`src/rtl/tx_l0s_pkg.sv`:
```
package tx_l0s_pkg;
  typedef enum logic [1:0] {
    ST_QUAL = 2'd0,
    ST_L0S  = 2'd1,
    ST_EXIT = 2'd2
  } tx_l0s_state_e;
endpackage

```
`src/rtl/tx_l0s_peer_qual.sv`:
```
// Decides whether the partition's peer ports allow transmit L0s entry.
module tx_l0s_peer_qual #(
  parameter int NUM_PEER = 8
) (
  input  logic                port_is_up,
  input  logic [NUM_PEER-1:0] peer_rx_l0s,
  input  logic [NUM_PEER-1:0] peer_d3,
  input  logic [NUM_PEER-1:0] peer_link_up,
  input  logic                usp_rx_l0s,
  output logic                peers_ok
);
  logic [NUM_PEER-1:0] pass_vec;

  // A peer is ignored when powered down or when its link is down.
  for (genvar gi = 0; gi < NUM_PEER; gi++) begin : g_peer
    assign pass_vec[gi] = peer_rx_l0s[gi] | peer_d3[gi] | ~peer_link_up[gi];
  end

  assign peers_ok = port_is_up ? (&pass_vec) : usp_rx_l0s;
endmodule

```
`src/rtl/tx_l0s_qual_timer.sv`:
```
// Counts consecutive cycles with run asserted; done on the last cycle of the window.
module tx_l0s_qual_timer #(
  parameter int QUAL_CYCLES = 1750
) (
  input  logic clk,
  input  logic rst_n,
  input  logic run,
  output logic done
);
  localparam int CNT_W = $clog2(QUAL_CYCLES + 1);
  localparam logic [CNT_W-1:0] LAST = CNT_W'(QUAL_CYCLES - 1);

  logic [CNT_W-1:0] cnt_q;

  assign done = run && (cnt_q == LAST);

  always_ff @(posedge clk or negedge rst_n) begin
    if (!rst_n)      cnt_q <= '0;
    else if (!run)   cnt_q <= '0;
    else if (done)   cnt_q <= '0;
    else             cnt_q <= cnt_q + 1'b1;
  end

  // count stays inside the window
  p_cnt_bound_r3: assert property (@(posedge clk) disable iff (!rst_n)
    cnt_q <= LAST);

  // a broken cycle leaves the count at zero
  p_cnt_clear_r4: assert property (@(posedge clk) disable iff (!rst_n)
    !run |=> (cnt_q == '0));

  // completion needs run in the previous cycle too
  p_done_run_r3: assert property (@(posedge clk) disable iff (!rst_n)
    done |-> $past(run));
endmodule

```
`src/rtl/tx_l0s_entry_ctrl.sv`:
```
module tx_l0s_entry_ctrl
  import tx_l0s_pkg::*;
#(
  parameter int NUM_FUNC = 4,
  parameter int NUM_PEER = 8,
  parameter int CLK_MHZ  = 250,
  parameter int QUAL_NS  = 7000
) (
  input  logic                clk,
  input  logic                rst_n,
  input  logic [NUM_FUNC-1:0] func_l0s_en,
  input  logic                port_is_up,
  input  logic [NUM_PEER-1:0] peer_rx_l0s,
  input  logic [NUM_PEER-1:0] peer_d3,
  input  logic [NUM_PEER-1:0] peer_link_up,
  input  logic                usp_rx_l0s,
  input  logic                egress_empty,
  input  logic                fc_credit_avail,
  input  logic                dllp_pending,
  input  logic                mcast_dma_tlp,
  input  logic                phy_in_l0,
  output logic                tx_l0s_enter_req,
  output logic                tx_l0s_exit_req,
  output logic                tx_in_l0s
);
  localparam int QUAL_CYCLES = (CLK_MHZ * QUAL_NS) / 1000;

  tx_l0s_state_e state_q, state_d;
  logic          enter_q;
  logic          aspm_en, peers_ok, link_busy, qual_run, qual_done, wake;

  // Effective enable: only settings common to every function apply.
  assign aspm_en = &func_l0s_en;

  // Link traffic: a TLP that could go out, a DLLP, or a multicast DMA TLP.
  assign link_busy = (!egress_empty && fc_credit_avail) || dllp_pending || mcast_dma_tlp;

  tx_l0s_peer_qual #(.NUM_PEER(NUM_PEER)) u_peer_qual (
    .port_is_up   (port_is_up),
    .peer_rx_l0s  (peer_rx_l0s),
    .peer_d3      (peer_d3),
    .peer_link_up (peer_link_up),
    .usp_rx_l0s   (usp_rx_l0s),
    .peers_ok     (peers_ok)
  );

  assign qual_run = (state_q == ST_QUAL) && aspm_en && peers_ok && !link_busy;

  tx_l0s_qual_timer #(.QUAL_CYCLES(QUAL_CYCLES)) u_timer (
    .clk   (clk),
    .rst_n (rst_n),
    .run   (qual_run),
    .done  (qual_done)
  );

  assign wake = link_busy || !aspm_en;

  always_comb begin
    state_d = state_q;
    unique case (state_q)
      ST_QUAL: if (qual_done) state_d = ST_L0S;
      ST_L0S:  if (wake)      state_d = ST_EXIT;
      ST_EXIT: if (phy_in_l0) state_d = ST_QUAL;
      default:                state_d = ST_QUAL;
    endcase
  end

  always_ff @(posedge clk or negedge rst_n) begin
    if (!rst_n) begin
      state_q <= ST_QUAL;
      enter_q <= 1'b0;
    end else begin
      state_q <= state_d;
      enter_q <= (state_q == ST_QUAL) && qual_done;
    end
  end

  assign tx_l0s_enter_req = enter_q;
  assign tx_l0s_exit_req  = (state_q == ST_EXIT);
  assign tx_in_l0s        = (state_q == ST_L0S);

  // entry request lasts one cycle
  p_enter_pulse_r12: assert property (@(posedge clk) disable iff (!rst_n)
    tx_l0s_enter_req |=> !tx_l0s_enter_req);

  // entry and exit requests are exclusive
  p_req_mutex_r12: assert property (@(posedge clk) disable iff (!rst_n)
    !(tx_l0s_enter_req && tx_l0s_exit_req));

  // an entry only follows a cycle with the combined enable up
  p_enter_enabled_r2: assert property (@(posedge clk) disable iff (!rst_n)
    tx_l0s_enter_req |-> $past(&func_l0s_en));

  // traffic in L0s leads to an exit request next cycle
  p_wake_exit_r10: assert property (@(posedge clk) disable iff (!rst_n)
    (tx_in_l0s && ((!egress_empty && fc_credit_avail) || dllp_pending || mcast_dma_tlp))
      |=> tx_l0s_exit_req);

  // exit request holds until L0 is reported
  p_exit_hold_r10: assert property (@(posedge clk) disable iff (!rst_n)
    (tx_l0s_exit_req && !phy_in_l0) |=> tx_l0s_exit_req);

  // losing the enable in L0s forces an exit
  p_disable_exit_r11: assert property (@(posedge clk) disable iff (!rst_n)
    (tx_in_l0s && !(&func_l0s_en)) |=> tx_l0s_exit_req);
endmodule

```
`config.mk`:
```
export PLATFORM = sky130hd
export DESIGN_NAME = tx_l0s_entry_ctrl
export DESIGN_NICKNAME = d
export VERILOG_FILES = /design/src/rtl/tx_l0s_pkg.sv /design/src/rtl/tx_l0s_peer_qual.sv /design/src/rtl/tx_l0s_qual_timer.sv /design/src/rtl/tx_l0s_entry_ctrl.sv
export SDC_FILE = /design/constraint.sdc
export NUM_CORES = 1
export LEC_CHECK = 0
export ABC_AREA = 1
export ABC_CLOCK_PERIOD_IN_PS = 1200
export BUFFER_PORTS_ARGS = -buffer_cell sky130_fd_sc_hd__buf_2
export CAP_MARGIN = 20
export CORE_MARGIN = 4
export CORE_UTILIZATION = 43
export CTS_BUF_LIST = sky130_fd_sc_hd__clkbuf_8
export CTS_CLUSTER_DIAMETER = 30
export DETAILED_ROUTE_END_ITERATION = 6
export HOLD_SLACK_MARGIN = 0.12
export PLACE_DENSITY = 0.77
export SLEW_MARGIN = 20
export SYNTH_ARGS = -nofsm -noshare
export SYNTH_HDL_FRONTEND = slang
export SYNTH_SLANG_ARGS = --single-unit
```
`constraint.sdc`:
```
create_clock -name clk -period 1.2 [get_ports clk]
set_input_delay 0.06 -clock clk [delete_from_list [all_inputs] [get_ports clk]]
set_output_delay 0.06 -clock clk [all_outputs]
set_load 0.1 [all_outputs]
```
### Yosys cells after proc, flatten, opt, wreduce, memory -nomap -nowiden

Cells that the tools add are included.

| storage, ports and cells | value |
|---|---|
| bits in registers | 14 |
| bits of input ports | 37 |
| output and inout port bits | 3 |
| logic and storage cells | 57 |

| operators by class | value |
|---|---|
| add/sub/neg operators | 1 |
| eq/ne operators | 6 |
| multiplexer cells | 7 |
| bitwise logic cells | 24 |
| reductions and logical operators | 16 |

Operators with widths:

| kind | number |
|---|---|
| 2-to-1 mux 11 bit | 2 |
| bitwise OR 1 bit | 16 |
| adder 11 x 1 -> 11 bit (second input constant) | 1 |
| equality test 11 bit (second input constant) | 1 |
| NOT 1 bit | 8 |
| AND reduction 8 bit | 1 |
| logical AND 1 bit | 6 |
| 2-to-1 mux 2 bit | 3 |
| one-hot mux 2 bit (3 select lines) | 1 |
| inequality test 2 bit (second input constant) | 2 |
| AND reduction 4 bit | 1 |
| logical NOT 1 bit | 3 |
| logical OR 1 bit | 3 |
| AND reduction 3 bit | 1 |
| equality test 2 x 1 -> 1 bit (second input constant) | 1 |
| equality test 2 bit (second input constant) | 1 |
| logical NOT 2 bit | 1 |
| inequality test 2 x 1 -> 1 bit (second input constant) | 1 |
| 2-to-1 mux 1 bit | 1 |

### Depth between registers and ports, before layout

| logic depth | value |
|---|---|
| depth after elaboration | 9 |
| depth in mapped cells | 8 |
| mapped depth without buffers | 8 |

### By module

A second synthesis with hierarchy kept.

| second synthesis, totals | value |
|---|---|
| cell total of the unflattened synthesis | 133 |
| area, all modules | 902.1 µm² |

By module, submodules not included:

| module | times used | cells each | area each (µm²) | sequential area each (µm²) |
|---|---|---|---|---|
| tx_l0s_qual_timer | 1 | 77 | 615.6 | 275.3 |
| tx_l0s_entry_ctrl | 1 | 30 | 185.2 | 75.1 |
| tx_l0s_peer_qual | 1 | 26 | 101.3 | 0.0 |

### Least setup slack after synthesis

No wires, ideal clock.

| timing path | value |
|---|---|
| path type | register to register |
| from | reg state_q[0] |
| to | reg state_q[0] |
| library setup time | 72 ps |
| arrival time | 1980 ps |
| required time | 1128 ps |
| setup slack | -852 ps |
| stages on the path, launching flop included | 5 |
| path buffers | 0 |
| clock period less this slack | 2052 ps |
| cells stage by stage | dfrtp_1 -> inv_2 -> nor2_1 -> nand3_1 -> nand2_1 |

| between the ends | value |
|---|---|
| elaborated cells on any way between the ends | 12 |
| classes of those cells | eq/ne: 5; mux: 1; reduce/logical: 6 |

RTL lines:

| what | RTL line | source |
|---|---|---|
| start, declared | tx_l0s_entry_ctrl.sv:28 | `tx_l0s_state_e state_q, state_d;` |
| start signal, assigned | tx_l0s_entry_ctrl.sv:73 | `state_q <= state_d;` |
| equality test 2 x 1 -> 1 bit * | -- |  |
| net tx_in_l0s | tx_l0s_entry_ctrl.sv:24 | `output logic tx_in_l0s` |
| inequality test 2 x 1 -> 1 bit (no source line) | -- |  |
| AND reduction 3 bit (no source line) | -- |  |

The timed path passes the listed nets; every way through them passes the cells marked *.
A chain may end at the register's enable or synchronous reset.

### Final worst setup path

| timing path | value |
|---|---|
| from | reg u_timer.cnt_q[3] |
| to | reg u_timer.cnt_q[9] |

| between the ends | value |
|---|---|
| cells in the longest elaborated chain, start to end | 4 |
| elaborated cells on any way between the ends | 5 |
| classes of those cells | add/sub: 1; eq/ne: 1; mux: 2; reduce/logical: 1 |

RTL lines:

| what | RTL line | source |
|---|---|---|
| start, declared | tx_l0s_qual_timer.sv:13 | `logic [CNT_W-1:0] cnt_q;` |
| start signal, assigned | tx_l0s_qual_timer.sv:21 | `else cnt_q <= cnt_q + 1'b1;` |
| parallel branches: the longest is 2 deep, another holds adder 11 x 1 -> 11 bit | -- |  |
| 2-to-1 mux 11 bit * | tx_l0s_qual_timer.sv:20 | `else if (done) cnt_q <= '0;` |
| 2-to-1 mux 11 bit * | tx_l0s_qual_timer.sv:19 | `else if (!run) cnt_q <= '0;` |

Mark *: on every way between the ends.

==> results.yml <==
outcome:
  outcome: "finished with violations"
  failed_checks: "negative setup slack"
clocking:
  cts_buffers: 3
  cts_buffer_depth: 2
  path_clk_slew_ps: 60
  htree_levels: 1
  clk_latency_ps: 250
  cts.sinks: 14
  cts_tree: "yes"
  cts_root_buffer: "clkbuf_8"
finish:
  mostFrequentLayoutCell: "buf_2"
  nets: 226
  finalInstanceArea_sq_um: 1510
  drive_gt1_share_pct: 49.5
  final_cell_mix: "37 x buf_2, 29 x nand2_1, 25 x nor2_1"
  syn2layout_area_growth_pct: 71.8
  num_antenna_cells: 0
  fillers: 116
routing:
  drt-pass1-iter-count: 4
  ant_nets: 0
  drcViolationCount: 0
  wl_per_cell_um: 13.9
  viasPerCell: 5.11
  drtIter0Drc: 24
  routed-via-count: 1089
  wl_um: 2960
power:
  p_total_mw: 1.06
  ir_worst_vdd_mv: 0.817
  leakage_nw: 0.738
  powerDensity_nw_per_um2: 703
min_path:
  whs_path_depth: 5
  min_from: "func_l0s_en[1]"
  hold_class: "in2reg"
  hold-path-endpoint: "state_q[0]"
flow_run:
  maxCapViolCount: 0
critical_path:
  endpoint_kind: "flip-flop"
  crit_type: "reg2reg"
  cp.arrival_ps: 1510
  reg2reg_depth: 6
  r2r_slack_ps: -120
  r2r_start: "u_timer.cnt_q[3]"
  r2r-end: "u_timer.cnt_q[9]"
  crit_path_start_kind: "flip-flop"
  crit_required_ps: 1390
  crit_fanout: 4
timing:
  setup_viol: 12
  hold_viol_final: 0
  rsz0062_at_grt: "yes"
  slew_headroom_pct: 68.1
  period_minus_slack_ps: 1320
  fin_crit_sh_pct: 110
  layout_setup_ws_ps: -118
  drv_slew: 0
  worst_slew_pin_slew_ps: 482
  finClkSkew_ps: 3.11
  timing.fmax_ghz: 0.759
synthesis:
  syn_area_sq_um: 877
  synth_fp_nets: 160
  ys_seq_area_share_pct: 39.9
  syn_avg_cell_area_sq_um: 7.25
  ys_types: 21
  ys.flop_type: "dfrtp_1"
  ys_ff_latch: 14
  synth-edff-count: 0
  synth_warnings: 0
  netlist_instances: 121
  async_reset_ff_share_pct: 100
placement:
  dp_hpwl_um: 1810
  place_area_sq_um: 1210
  place.gp.congestion: 0.932
  port_buffers: 39
floorplan:
  rows: 16
  die_x_um: 53.2
  die_h_um: 53.2
  die-area_sq_um: 2830
  core_sq_um: 1940
  initial_utilization_pct: 45.2
  pin_count: 40
global_route:
  grt_use_total_pct: 19.4
  grt_overflow: 0
  antenna_found_initial: 0
  grt_pass1_wl_um: 3940
  grt_max_degree: 15
  grt_pass1_vias: 986
## cell type report
| type | count | area (sq um) | share of cell area (%) |
|---|---|---|---|
| clock buffers | 4 | 55.1 | 3.65 |
| flip-flops and latches | 14 | 353 | 23.4 |
| inverters | 13 | 51.3 | 3.41 |
| multi-input cells | 95 | 616 | 40.9 |
| repair buffers | 60 | 398 | 26.4 |
| well taps | 27 | 33.8 | 2.24 |
## where the power goes
group	total, mW	internal [mW]	switching (mW)
combinational	0.119	0.0629	0.0565
sequential	0.473	0.472	0.000275
clock	0.467	0.291	0.176
total	1.06	0.826	0.233
## per-stage QoR
stage | util, % | cells | hold WS, ps | TNS [ps] | setup slack [ps]
finish | 77.6 | 213 | 169 | -595 | -118
global route | 77.6 | 213 | 200 | -1340 | -183
CTS | 68.9 | 205 | 169 | 0 | 14.5
detailed placement | 62.4 | 195 | -26.2 | -904 | -109
global placement | 62.4 | 195 | -38.1 | -191 | -20.8
floorplan | - | 121 | -236 | -56.3 | -33.0
## metal layers
layer  wire [um]  track usage, %  part of all wire, %  vias to the layer above
met5           0               0                    0                        -
met2        1570            35.7                   53                       31
met3         120            6.48                  4.1                       18
li1            -               -                    -                      512
met4         155            9.79                  5.2                        0
met1        1110            19.0                   38                      528
## critical path: stages (launching register included)
cell	delay, ps
dfrtp_1	420
nand2_2	130
nor3_4	270
nand3_1	130
nand2_1	90
nand2_1	100
nor2_4	110
## registers in the layout (all words and copies together) (netlist names)
name / flops
state_q: 2
tx_l0s_enter_req: 1
u_timer.cnt_q: 11
## synth_stat cells, drive strengths merged, types with 2 or more instances
cell type  number  area share (%)
nor2           30              13
ha              2             2.9
xor2            6             6.0
nand4           2             1.4
nand2          33              14
nand3           8             5.1
nor3            8             7.0
inv            12             5.1
dfrtp          14              40
## how the worst max path moves through the flow
stage / startpoint / end / depth (start not counted) / slack [ps]
2_1_floorplan: state_q[0] / state_q[0] / 4 / -30
3_3_place_gp: u_timer.cnt_q[1] / u_timer.cnt_q[7] / 7 / -20
3_5_place_dp: u_timer.cnt_q[1] / u_timer.cnt_q[9] / 7 / -110
4_1_cts: u_timer.cnt_q[1] / u_timer.cnt_q[7] / 7 / 10
5_1_grt: u_timer.cnt_q[3] / u_timer.cnt_q[9] / 6 / -180
6_report: u_timer.cnt_q[3] / u_timer.cnt_q[9] / 6 / -120
## timing repair
item	CTS	global route
setup buffers	2	8
gates resized for setup	4	25
hold buffers	3	0
cloned	1	0
hold endpoints to repair	16	0
pin swaps	4	12
endpoints found under the setup margin	11	14
## cell families after synthesis
logic type                 after synthesis  synth area share (%)
DFF                                     14                  39.9
buffers and inverters                   13                  5.56
xor gates and xnor gates                 7                  6.99
adders and majority gates                2                  2.85
and+or+nand+nor                         82                  41.9
AOI/OAI and AO/OA                        3                  2.71
(Power assumes the default switching activity.)
